==> src/rtl/sfp_pkg.sv <==
package sfp_pkg;

   typedef enum logic [2:0] {
      ST_IDLE,
      ST_ALIGN,
      ST_ADD,
      ST_FIX,
      ST_NORM,
      ST_ROUND,
      ST_CHECK,
      ST_DONE
   } sfp_state_e;

endpackage

==> src/rtl/sfp_align_step.sv <==
// One alignment step: shift the fraction with the smaller exponent right.
module sfp_align_step #(
   parameter int IW = 7,
   parameter int XW = 6
) (
   input  logic signed [IW-1:0] fa_i,
   input  logic signed [IW-1:0] fb_i,
   input  logic signed [XW-1:0] ea_i,
   input  logic signed [XW-1:0] eb_i,
   output logic signed [IW-1:0] fa_o,
   output logic signed [IW-1:0] fb_o,
   output logic signed [XW-1:0] ea_o,
   output logic signed [XW-1:0] eb_o,
   output logic                 done_o
);

   always_comb begin
      fa_o   = fa_i;
      fb_o   = fb_i;
      ea_o   = ea_i;
      eb_o   = eb_i;
      done_o = (fa_i == '0) || (fb_i == '0) || (ea_i == eb_i);
      if (!done_o) begin
         if (ea_i < eb_i) begin
            fa_o = fa_i >>> 1;
            ea_o = ea_i + XW'(1);
         end else begin
            fb_o = fb_i >>> 1;
            eb_o = eb_i + XW'(1);
         end
      end
   end

endmodule

==> src/rtl/sfp_post_step.sv <==
// Classification and candidate next values for the post-add steps.
module sfp_post_step #(
   parameter int IW = 7,
   parameter int XW = 6,
   parameter int EW = 4,
   parameter int GW = 2
) (
   input  logic signed [IW-1:0] s_i,
   input  logic signed [XW-1:0] e_i,
   output logic                 zero_o,
   output logic                 fovf_o,
   output logic                 unnorm_o,
   output logic                 emin_o,
   output logic signed [IW-1:0] rsh_s_o,
   output logic signed [XW-1:0] rsh_e_o,
   output logic signed [IW-1:0] lsh_s_o,
   output logic signed [XW-1:0] lsh_e_o,
   output logic signed [IW-1:0] rnd_s_o
);

   localparam int EMIN_I = -(1 << (EW - 1));

   assign zero_o   = (s_i == '0);
   assign fovf_o   = s_i[IW-1] ^ s_i[IW-2];
   assign unnorm_o = (s_i[IW-2] == s_i[IW-3]);
   assign emin_o   = (e_i == XW'(EMIN_I));
   assign rsh_s_o  = s_i >>> 1;
   assign rsh_e_o  = e_i + XW'(1);
   assign lsh_s_o  = s_i <<< 1;
   assign lsh_e_o  = e_i - XW'(1);

   generate
      if (GW > 0) begin : g_round
         logic signed [IW-1:0] biased;
         assign biased  = s_i + IW'(1 << (GW - 1));
         assign rnd_s_o = {biased[IW-1:GW], {GW{1'b0}}};
      end else begin : g_trunc
         assign rnd_s_o = s_i;
      end
   endgenerate

endmodule

==> src/rtl/sfp_adder.sv <==
module sfp_adder
   import sfp_pkg::*;
#(
   parameter int FW = 4,
   parameter int EW = 4,
   parameter int GW = 2
) (
   input  logic          clk,
   input  logic          rst_n,
   input  logic          start,
   input  logic [FW-1:0] a_frac,
   input  logic [EW-1:0] a_exp,
   input  logic [FW-1:0] b_frac,
   input  logic [EW-1:0] b_exp,
   output logic [FW-1:0] sum_frac,
   output logic [EW-1:0] sum_exp,
   output logic          done,
   output logic          ovf,
   output logic          unf
);

   localparam int IW     = FW + 1 + GW;
   localparam int XW     = EW + 2;
   localparam int EMIN_I = -(1 << (EW - 1));
   localparam int EMAX_I = (1 << (EW - 1)) - 1;

   initial begin
      assert (FW >= 2) else $error("sfp_adder: FW must be at least 2");
      assert (EW >= 2) else $error("sfp_adder: EW must be at least 2");
      assert (GW <= 8) else $error("sfp_adder: GW must not exceed 8");
   end

   sfp_state_e           state;
   logic signed [IW-1:0] fa, fb;
   logic signed [XW-1:0] ea, eb;

   logic signed [IW-1:0] al_fa, al_fb;
   logic signed [XW-1:0] al_ea, al_eb;
   logic                 al_done;

   logic                 po_zero, po_fovf, po_unnorm, po_emin;
   logic signed [IW-1:0] po_rsh_s, po_lsh_s, po_rnd_s;
   logic signed [XW-1:0] po_rsh_e, po_lsh_e;

   sfp_align_step #(.IW(IW), .XW(XW)) u_align (
      .fa_i(fa), .fb_i(fb), .ea_i(ea), .eb_i(eb),
      .fa_o(al_fa), .fb_o(al_fb), .ea_o(al_ea), .eb_o(al_eb),
      .done_o(al_done)
   );

   sfp_post_step #(.IW(IW), .XW(XW), .EW(EW), .GW(GW)) u_post (
      .s_i(fa), .e_i(ea),
      .zero_o(po_zero), .fovf_o(po_fovf), .unnorm_o(po_unnorm),
      .emin_o(po_emin),
      .rsh_s_o(po_rsh_s), .rsh_e_o(po_rsh_e),
      .lsh_s_o(po_lsh_s), .lsh_e_o(po_lsh_e),
      .rnd_s_o(po_rnd_s)
   );

   assign done = (state == ST_DONE);

   always_ff @(posedge clk) begin
      if (!rst_n) begin
         state    <= ST_IDLE;
         fa       <= '0;
         fb       <= '0;
         ea       <= '0;
         eb       <= '0;
         sum_frac <= '0;
         sum_exp  <= EW'(EMIN_I);
         ovf      <= 1'b0;
         unf      <= 1'b0;
      end else begin
         case (state)
            ST_IDLE: begin
               if (start) begin
                  fa    <= IW'($signed(a_frac)) <<< GW;
                  fb    <= IW'($signed(b_frac)) <<< GW;
                  ea    <= XW'($signed(a_exp));
                  eb    <= XW'($signed(b_exp));
                  ovf   <= 1'b0;
                  unf   <= 1'b0;
                  state <= ST_ALIGN;
               end
            end
            ST_ALIGN: begin
               fa <= al_fa;
               fb <= al_fb;
               ea <= al_ea;
               eb <= al_eb;
               if (al_done) state <= ST_ADD;
            end
            ST_ADD: begin
               fa <= fa + fb;
               if (fa == '0) ea <= eb;
               state <= ST_FIX;
            end
            ST_FIX: begin
               if (po_zero) begin
                  sum_frac <= '0;
                  sum_exp  <= EW'(EMIN_I);
                  state    <= ST_DONE;
               end else begin
                  if (po_fovf) begin
                     fa <= po_rsh_s;
                     ea <= po_rsh_e;
                  end
                  state <= ST_NORM;
               end
            end
            ST_NORM: begin
               if (!po_unnorm) begin
                  state <= ST_ROUND;
               end else if (po_emin) begin
                  sum_frac <= '0;
                  sum_exp  <= EW'(EMIN_I);
                  unf      <= 1'b1;
                  state    <= ST_DONE;
               end else begin
                  fa <= po_lsh_s;
                  ea <= po_lsh_e;
               end
            end
            ST_ROUND: begin
               fa    <= po_rnd_s;
               state <= ST_CHECK;
            end
            ST_CHECK: begin
               if (po_fovf || po_unnorm) begin
                  state <= ST_FIX;
               end else begin
                  sum_frac <= fa[IW-2 -: FW];
                  sum_exp  <= ea[EW-1:0];
                  ovf      <= (ea > XW'(EMAX_I));
                  state    <= ST_DONE;
               end
            end
            ST_DONE: begin
               if (!start) state <= ST_IDLE;
            end
            default: state <= ST_IDLE;
         endcase
      end
   end

endmodule

==> config.mk <==
export PLATFORM = sky130hd
export DESIGN_NAME = sfp_adder
export DESIGN_NICKNAME = d
export VERILOG_FILES = /design/src/rtl/sfp_pkg.sv /design/src/rtl/sfp_align_step.sv /design/src/rtl/sfp_post_step.sv /design/src/rtl/sfp_adder.sv
export SDC_FILE = /design/constraint.sdc
export NUM_CORES = 1
export LEC_CHECK = 0
export BUFFER_PORTS_ARGS = -buffer_cell sky130_fd_sc_hd__buf_4
export CAP_MARGIN = 20
export CORE_ASPECT_RATIO = 1.2
export CORE_MARGIN = 2
export CORE_UTILIZATION = 35
export DETAILED_ROUTE_END_ITERATION = 10
export PLACE_DENSITY = 0.51
export SLEW_MARGIN = 10
export SYNTH_ARGS = -nofsm -noshare
export SYNTH_HDL_FRONTEND = slang
export SYNTH_SLANG_ARGS = --single-unit
==> constraint.sdc <==
create_clock -name clk -period 5.4 [get_ports clk]
set_input_delay 1.08 -clock clk [delete_from_list [all_inputs] [get_ports clk]]
set_output_delay 1.08 -clock clk [all_outputs]
set_load 0.02 [all_outputs]
======== Word level (Yosys, flattened, before mapping) ========
Index checks and enable logic that the tools add are counted.
operators by class
  $add $sub $neg .......................... 5
  magnitude comparators ................... 2
  equal/unequal tests ..................... 25
  muxes and demuxes ....................... 49
  bitwise gates (word level) .............. 3
  reductions and logical operators ........ 22
operators with widths
  cell                   number
  $mux W6                17
  $pmux W7 S6            1
  $mux W4                8
  $pmux W6 S5            1
  $mux W7                4
  $ne A2 B2 Y1 const B   13
  $pmux W3 S8            1
  $pmux W4 S3            2
  $mux W3                6
  $logic_not A7 Y1       2
  $pmux W7 S2            1
  $add A6 B2 Y6 const B  2
  $eq A3 B3 Y1 const B   4
  $pmux W6 S2            1
  $reduce_and A4 Y1      3
  $reduce_and A9 Y1      1
  $reduce_and A8 Y1      1
  $add A7 B3 Y7 const B  1
  $add A7 B7 Y7          1
  $eq A3 B2 Y1 const B   2
  $eq A6 B4 Y1 const B   1
  $eq A6 B6 Y1           1
  $gt A6 B4 Y1 const B   1
  $lt A6 B6 Y1           1
  20 further kinds       30
word-level totals
  flip-flop bits (word level) ............. 39
  input bits .............................. 19
  word-level logic and storage cells ...... 117

======== Longest topological paths before layout ========
Gate-level depths: netlist of the first run.
  depth after elaboration ................. 5
  depth in mapped cells ................... 11

======== Modules after synthesis ========
From an unflattened synthesis of the first run, not the netlist that was laid out.
second synthesis, totals
  cells, all modules ...................... 468
  area total of the unflattened synthesis .. 3757.4 µm²
by module, submodules not included
  module          times used  cells an instance  area an instance (µm²)  sequential area each (µm²)
  sfp_adder       1           332                2695.1                  780.7
  sfp_align_step  1           78                 628.1                   0.0
  sfp_post_step   1           58                 434.2                   0.0

======== Worst setup path before layout of the first run ========
OpenSTA, ideal clock, no wires.
  kind .................................... register to output
  start ................................... register state[2]
  end ..................................... output port done
  data arrival time ....................... 1523 ps
  path slack .............................. 2797 ps
  stages on the path, launching flop included .. 5
  path buffers ............................ 3
  path through ............................ dfxtp_1 clkbuf_1 clkbuf_1 buf_1 and3_1
on the way
  word-level cells in the longest chain between the ends .. 1
RTL lines
  element                   RTL line         source
  start: declaration        sfp_adder.sv:33  sfp_state_e state;
  start signal: assignment  sfp_adder.sv:64  state <= ST_IDLE;
  start signal: assignment  sfp_adder.sv:83  state <= ST_ALIGN;
  start signal: assignment  sfp_adder.sv:91  if (al_done) state <= ST_ADD;
  $eq A3 B3 Y1              sfp_adder.sv:60  assign done = (state == ST_DONE);
  end: declaration          sfp_adder.sv:17  output logic done,
No other way between the ends.

======== Worst setup path in the final report of the first run ========
  start ................................... register state[1]
  end ..................................... register ea[5]
on the way
  word-level cells in the longest chain between the ends .. 3
  elaborated cells on any way between the ends .. 16
  classes of those cells .................. 12 x eq/ne; 1 x mux; 3 x reduce/logical
RTL lines
  element                                                            RTL line          source
  $eq A3 B3 Y1, or another cell as far along                         sfp_adder.sv:74   case (state)
  $reduce_bool A5 Y1 (no source line), or another cell as far along  -
  $reduce_and A9 Y1 (no source line)                                 -
  end signal: assignment                                             sfp_adder.sv:79   ea <= XW'($signed(a_exp));
  end signal: assignment                                             sfp_adder.sv:89   ea <= al_ea;
  end signal: assignment                                             sfp_adder.sv:106  ea <= po_rsh_e;
  end: declaration                                                   sfp_adder.sv:35   logic signed [XW-1:0] ea, eb;
Several ways; a longest one is shown, not always the timed one.
A chain may end at the register's enable or synchronous reset.

==> results of run 1 <==
[cells by family (layout without fill, tap and decap cells)]
| group | Yosys count | after routing | synth area share [%] |
|---|---|---|---|
| AOI/OAI and AO/OA | 124 | 124 | 27.64 |
| xor gates and xnor gates | 13 | 13 | 3.748 |
| adders and majority gates | 19 | 19 | 8.073 |
| buffers and inverters | 43 | 57 | 6.013 |
| DFF | 39 | 39 | 25.70 |
| muxes | 12 | 12 | 4.160 |
| and+or+nand+nor | 151 | 151 | 24.67 |
[power groups by stage]
| stage | Combinational, uW | Clock (uW) | Sequential [uW] |
|---|---|---|---|
| finish | 1160 | 206 | 521 |
| global route | 1300 | 220 | 535 |
| CTS | 1150 | 213 | 521 |
| detailed placement | 1150 | 0 | 527 |
| global placement | 1140 | 0 | 528 |
| floorplan | 968 | 0 | 422 |
[cells in the final DEF, fill, tap and decap left out, types with 6 or more instances in the layout]
| cell type | instances |
|---|---|
| a21oi_1 | 30 |
| o21ai_0 | 25 |
| inv_1 | 14 |
| ha_1 | 18 |
| buf_4 | 31 |
| nand2b_1 | 7 |
| nor2b_1 | 7 |
| nor4_1 | 7 |
| mux2i_1 | 7 |
| a22oi_1 | 9 |
| xnor2_1 | 9 |
| nor2_1 | 39 |
| nand2_1 | 44 |
| o211ai_1 | 6 |
| nor3_1 | 7 |
| nand3_1 | 14 |
| dfxtp_1 | 39 |
[per-layer routing]
layer | vias to the layer above | track usage [%]
met3 | 12 | 2.873
met5 | - | 0
met2 | 58 | 34.43
met4 | 0 | 6.610
met1 | 1462 | 26.19
li1 | 1514 | -
[per-stage QoR]
stage / utilization, % / setup slack (ns)
4_1_cts: 39.67 / 2.261
5_1_grt: 39.82 / 2.206
2_1_floorplan: - / 2.797
3_5_place_dp: 38.68 / 2.283
3_3_place_gp: 38.68 / 2.376
6_report: 39.82 / 2.333
[layout make-up]
cell class,count,area (sq um)
clock buffers,6,72.57
clock inverters,2,12.51
fillers,936,5126
inverters,16,60.06
multi-input cells,319,2074
flip-flops and latches,39,780.7
well taps,117,146.4
repair buffers,33,245.2
[flip-flops by register name (all words and copies together) (netlist names)]
| name | cells |
|---|---|
| ea | 6 |
| eb | 6 |
| fa | 7 |
| fb | 7 |
| ovf | 1 |
| state | 3 |
| sum_exp | 4 |
| sum_frac | 4 |
| unf | 1 |
[final timing paths]
path,depth (start not counted),endpoint,slack [ns],start
worst max-delay path,9,ea[5],2.33,state[1]
worst min-delay path,2,sum_frac[1],0.51,sum_frac[1]
worst max register to register,9,ea[5],2.33,state[1]
worst min register to register,2,sum_frac[1],0.51,sum_frac[1]
[critical path, delay by kind of cell (launching register included)]
family	cells	cell delay [ns]
fa+ha+maj	1	0.34
mux	1	0.32
buf+inv	1	0.10
simple gates	4	1.08
compound gates	2	0.14
flops	1	0.94
==> flow_summary.ini, run 1 <==
[run_status]
status = finished clean

[drt]
top_layer_used = met4
drtAntennaViolNets = 0
wl_met1_um = 4181
dr.pass1.iters = 5
post-route-drc-count = 0
finalWirelength_um = 9261
vias_per_cell = 5.726
wl_met3_um = 277
met2WireLength_um = 4621
route.vias.total = 3046
wl_per_cell_um = 17.41
drt_iter0_drc = 153

[logic_synthesis]
synth_edf_count = 0
netlist_area_sq_um = 3038
netlist_instances = 401
yosys.area.top_type = dfxtp_1
synth.most_common_cell = nand2_1
synth_nets = 439
ys.flop_type = dfxtp_1
avgSynthCellArea_sq_um = 7.576
synth_top_cells_by_area = dfxtp_1 (26%), ha_1 (7.4%), nand2_1 (5.4%)
synth_top_area_share_pct = 25.70
yosys_warnings = 0
ys_types = 62
seq_area_frac_synth_pct = 25.70
ys_async_sr_fraction_pct = 0
ys_ff_latch = 39
ys_top_cells_by_count = nand2_1 (44), dfxtp_1 (39), nor2_1 (39), a21oi_1 (30), o21ai_0 (25)

[cts]
ctsResizeCount = 0
ctsRootBufferMaster = clkbuf_8
ctsHoldBuffers = 0
cts_sinks = 39
cts_tree = yes
cts_buffers = 5
post_cts_buffers = 0
h-tree-depth = 2
clockBufferDepth = 2
cts.clk_slew.worst_paths_ns = 0.09
clk_latency_ns = 0.30

[cells_and_area]
finalNonFillerCells = 532
drive_gt1_share_pct = 13.98
final_cell_area_sq_um = 3392
antennaDiodeCount = 0
final_net_count = 452
syn_to_final_growth_pct = 11.66

[sta]
fin_hold_ws_ns = 0.5070
hold_viol = 0
finalCriticalPeriod_ns = 3.067
worst_pin_slew_ns = 0.9263
rsz0062_at_grt = no
clock.fmax_mhz = 326.0
relSlewSlack_pct = 38.16
min_period_over_period_pct = 56.80
finalClockSkew_ns = 0.009007
setup_viol = 0
setup_tns_ns = 0
slew_viol_final = 0

[setup_path]
crit_type = reg2reg
max_stage_delay_ns = 0.94
path_max_fanout = 28
critPathArrivalTime_ns = 3.24
cp_slowest_cell = dfxtp_1
critPathCaptureType = flip-flop
crit_path_start_kind = flip-flop
cp_data_required_time_ns = 5.57
worstPathCellList = or3b_1, inv_1, ha_1, or3b_2, o221ai_1, or3_1, mux2_2, nand3_1, a21oi_1

[placement]
port-buffer-count = 29
gp_congestion = 0.8257
dp_hpwl_um = 6731
dp.cells = 522
placed_cell_area_sq_um = 3294

[floorplan]
core_area_sq_um = 8518
rows = 37
pin_count = 30
start_util_pct = 35.66
dieArea_sq_um = 9444
die_w_um = 89.05
die_h_um = 106.1

[global_routing]
grt_first_pass_wirelength_um = 14900
antenna_found_initial = 0
grt_use_total_pct = 20.34
grt_max_degree = 44
first_global_vias = 2887
grt_overflow = 0

[pwr]
p_comb_share_pct = 61.5
peakVddDrop_mv = 0.2485
power_leakage_uw = 0.001293
totalPowerFinal_uw = 1889
power.density_nw_per_um2 = 557.0
p_clk_share_pct = 10.9
intPower_uw = 910.4
swShare_pct = 51.82
p_switching_uw = 979.1
seqPwrFrac_pct = 27.6

[flow_run]
drv_cap = 0

[hold_path]
hp-class = reg2reg
Power figures use the tool's default switching activity.
==> inputs of run 2 (changes only) <==
Settings changed: ABC_AREA set to 1, PLACE_DENSITY 0.51 to 0.53.
Clock period 5.4 ns to 2.8 ns, I/O delays scaled along.
==> run 2 against run 1 <==
- hold slack worse by 0.022 ns
- setup slack worse by 1.8 ns
- clock power up 90%
- via count up 3.6%
- critical path depth up 1
- synthesized cell count up 26%
- routed wire length down 4.7%
- final cell count up 22%
- maximum frequency up 36%
- critical path type unchanged
- largest cell class unchanged
- largest power group unchanged
==> flow_summary.ini, run 2 <==
[run_status]
status = finished clean

[logic_synthesis]
yosys_warnings = 0
synth_nets = 545
ys_top_cells_by_count = nand2_1 (120), nor2_1 (77), inv_1 (62), dfxtp_1 (39), nand3_1 (32)
ys_types = 44
ys_async_sr_fraction_pct = 0
netlist_instances = 507
synth.most_common_cell = nand2_1
netlist_area_sq_um = 3156
synth_top_cells_by_area = dfxtp_1 (25%), nand2_1 (14%), nor2_1 (9.2%)
synth_edf_count = 0
seq_area_frac_synth_pct = 24.74
yosys.area.top_type = dfxtp_1
ys.flop_type = dfxtp_1
synth_top_area_share_pct = 24.74
ys_ff_latch = 39
avgSynthCellArea_sq_um = 6.224

[setup_path]
critPathLaunch = fa[4]
timing.rr.start = fa[4]
crit_path_start_kind = flip-flop
reg2reg_slack_ns = 0.55
path_delay_family = simple AND/OR/NAND/NOR gates
critPathArrivalTime_ns = 2.45
max_stage_delay_ns = 0.54
path_max_fanout = 11
reg2reg_depth = 10
regToRegEndpoint = fa[5]
crit_buf_inv = 2
crit_cells = 10
critPathCaptureType = flip-flop
crit_type = reg2reg
cp_data_required_time_ns = 3.00
worstPathCellList = inv_1, ha_1, inv_1, o21ai_1, nor3_2, nand2_1, nor2_2, nand2_1, nor2_1, nor2_1
cp_slowest_cell = dfxtp_1
crit_path_end = fa[5]

[cells_and_area]
final_net_count = 568
final_cell_area_sq_um = 3502
drive_gt1_share_pct = 15.07
layout_common_cells = nand2_1 (120), nor2_1 (77), inv_1 (62), dfxtp_1 (39), nand3_1 (32)
syn_to_final_growth_pct = 10.98
antennaDiodeCount = 0
reg_top3 = fa x7, fb x7
final_common_cell = nand2_1

[sta]
setup_tns_ns = 0
rsz0062_at_grt = no
relSlewSlack_pct = 57.61
worst_pin_slew_ns = 0.6324
hold_viol = 0
finalCriticalPeriod_ns = 2.250
fin_hold_ws_ns = 0.4855
slew_viol_final = 0
clock.fmax_mhz = 444.4
finalClockSkew_ns = 0.007330
setup_viol = 0
min_period_over_period_pct = 80.37

[cts]
cts.clk_slew.worst_paths_ns = 0.08
h-tree-depth = 2
clockBufferDepth = 2
post_cts_buffers = 0
ctsResizeCount = 0
cts_buffers = 5
cts_sinks = 39
ctsHoldBuffers = 0
clk_latency_ns = 0.30
ctsRootBufferMaster = clkbuf_8
cts_tree = yes

[drt]
dr.pass1.iters = 4
finalWirelength_um = 8825
drt_iter0_drc = 153
route.vias.total = 3156
vias_per_cell = 4.870
post-route-drc-count = 0
drtAntennaViolNets = 0
wl_per_cell_um = 13.62

[floorplan]
rows = 37
pin_count = 30
start_util_pct = 36.45
dieArea_sq_um = 9795
die_h_um = 108.0
die_w_um = 90.68
core_area_sq_um = 8657

[flow_run]
drv_cap = 0

[pwr]
peakVddDrop_mv = 0.3415
power_leakage_uw = 0.001708
power.density_nw_per_um2 = 1109

[global_routing]
grt_max_degree = 28
grt_overflow = 0
first_global_vias = 3025
grt_first_pass_wirelength_um = 14840
grt_use_total_pct = 18.53
antenna_found_initial = 0

[placement]
placed_cell_area_sq_um = 3421
gp_congestion = 0.9073
port-buffer-count = 29
dp_hpwl_um = 6773

[hold_path]
hp-class = reg2reg
run 2: cell types whose count changed after synthesis, sizes merged, moves of 8 or more:
cell	change
o21ai	+10
inv	+60
nand2	+86
nand3	+21
clkbuf	-14
nor2	+46
a22oi	-8
run 2: worst min-delay path: cells and delay by family, from the launching register on:
kind | cells | cell delay [ns]
flip-flops | 1 | 0.34
AO/OA/AOI/OAI | 2 | 0.12
run 2: area by class of cell:
class,instances,area [sq um]
Clock buffer,7,76.32
Fill cell,961,5155
Timing Repair Buffer,30,225.2
Multi-Input combinational cell,379,1984
Tap cell,117,146.4
Sequential cell,39,780.7
Inverter,75,284.0
Clock inverter,1,5.005
run 2: logic make-up after synthesis:
kind of cell | Yosys count | synth area share [%]
adders and majority gates | 19 | 7.772
DFF | 39 | 24.74
and+or+nand+nor | 279 | 40.09
xor gates and xnor gates | 4 | 1.110
buffers and inverters | 89 | 12.37
AOI/OAI and AO/OA | 77 | 13.92
run 2: routing by layer:
metal / GRT usage [%] / up-vias / share of wire (%)
met4: 4.505 / 0 / 1.1
met3: 2.160 / 8 / 3.2
met5: 0 / - / 0
met2: 32.52 / 57 / 48
met1: 24.37 / 1417 / 48
li1: - / 1674 / -
run 2: how the worst min path moves through the flow:
stage / cells past startpoint / startpoint / end
finish: 2 / sum_exp[3] / sum_exp[3]
global route: 2 / sum_exp[3] / sum_exp[3]
CTS: 2 / sum_exp[3] / sum_exp[3]
detailed placement: 2 / sum_exp[3] / sum_exp[3]
global placement: 2 / sum_exp[3] / sum_exp[3]
floorplan: 2 / eb[5] / eb[5]
run 2: report_power, final:
part | internal, uW | leakage (uW) | switching, uW | total [uW]
clock | 175 | 0.0000422 | 216 | 392
sequential | 749 | 0.000322 | 297 | 1050
combinational | 858 | 0.00134 | 1590 | 2450
total | 1780 | 0.00171 | 2100 | 3880
run 2: through the flow:
stage,worst slack [ns],util (%),instances,total power (uW)
6_report,0.5497,40.45,648,3884
5_1_grt,0.3184,40.45,648,4327
4_1_cts,0.5441,40.45,648,3907
3_5_place_dp,0.5675,39.51,640,3499
3_3_place_gp,0.5566,39.51,640,3481
2_1_floorplan,1.016,-,507,3017
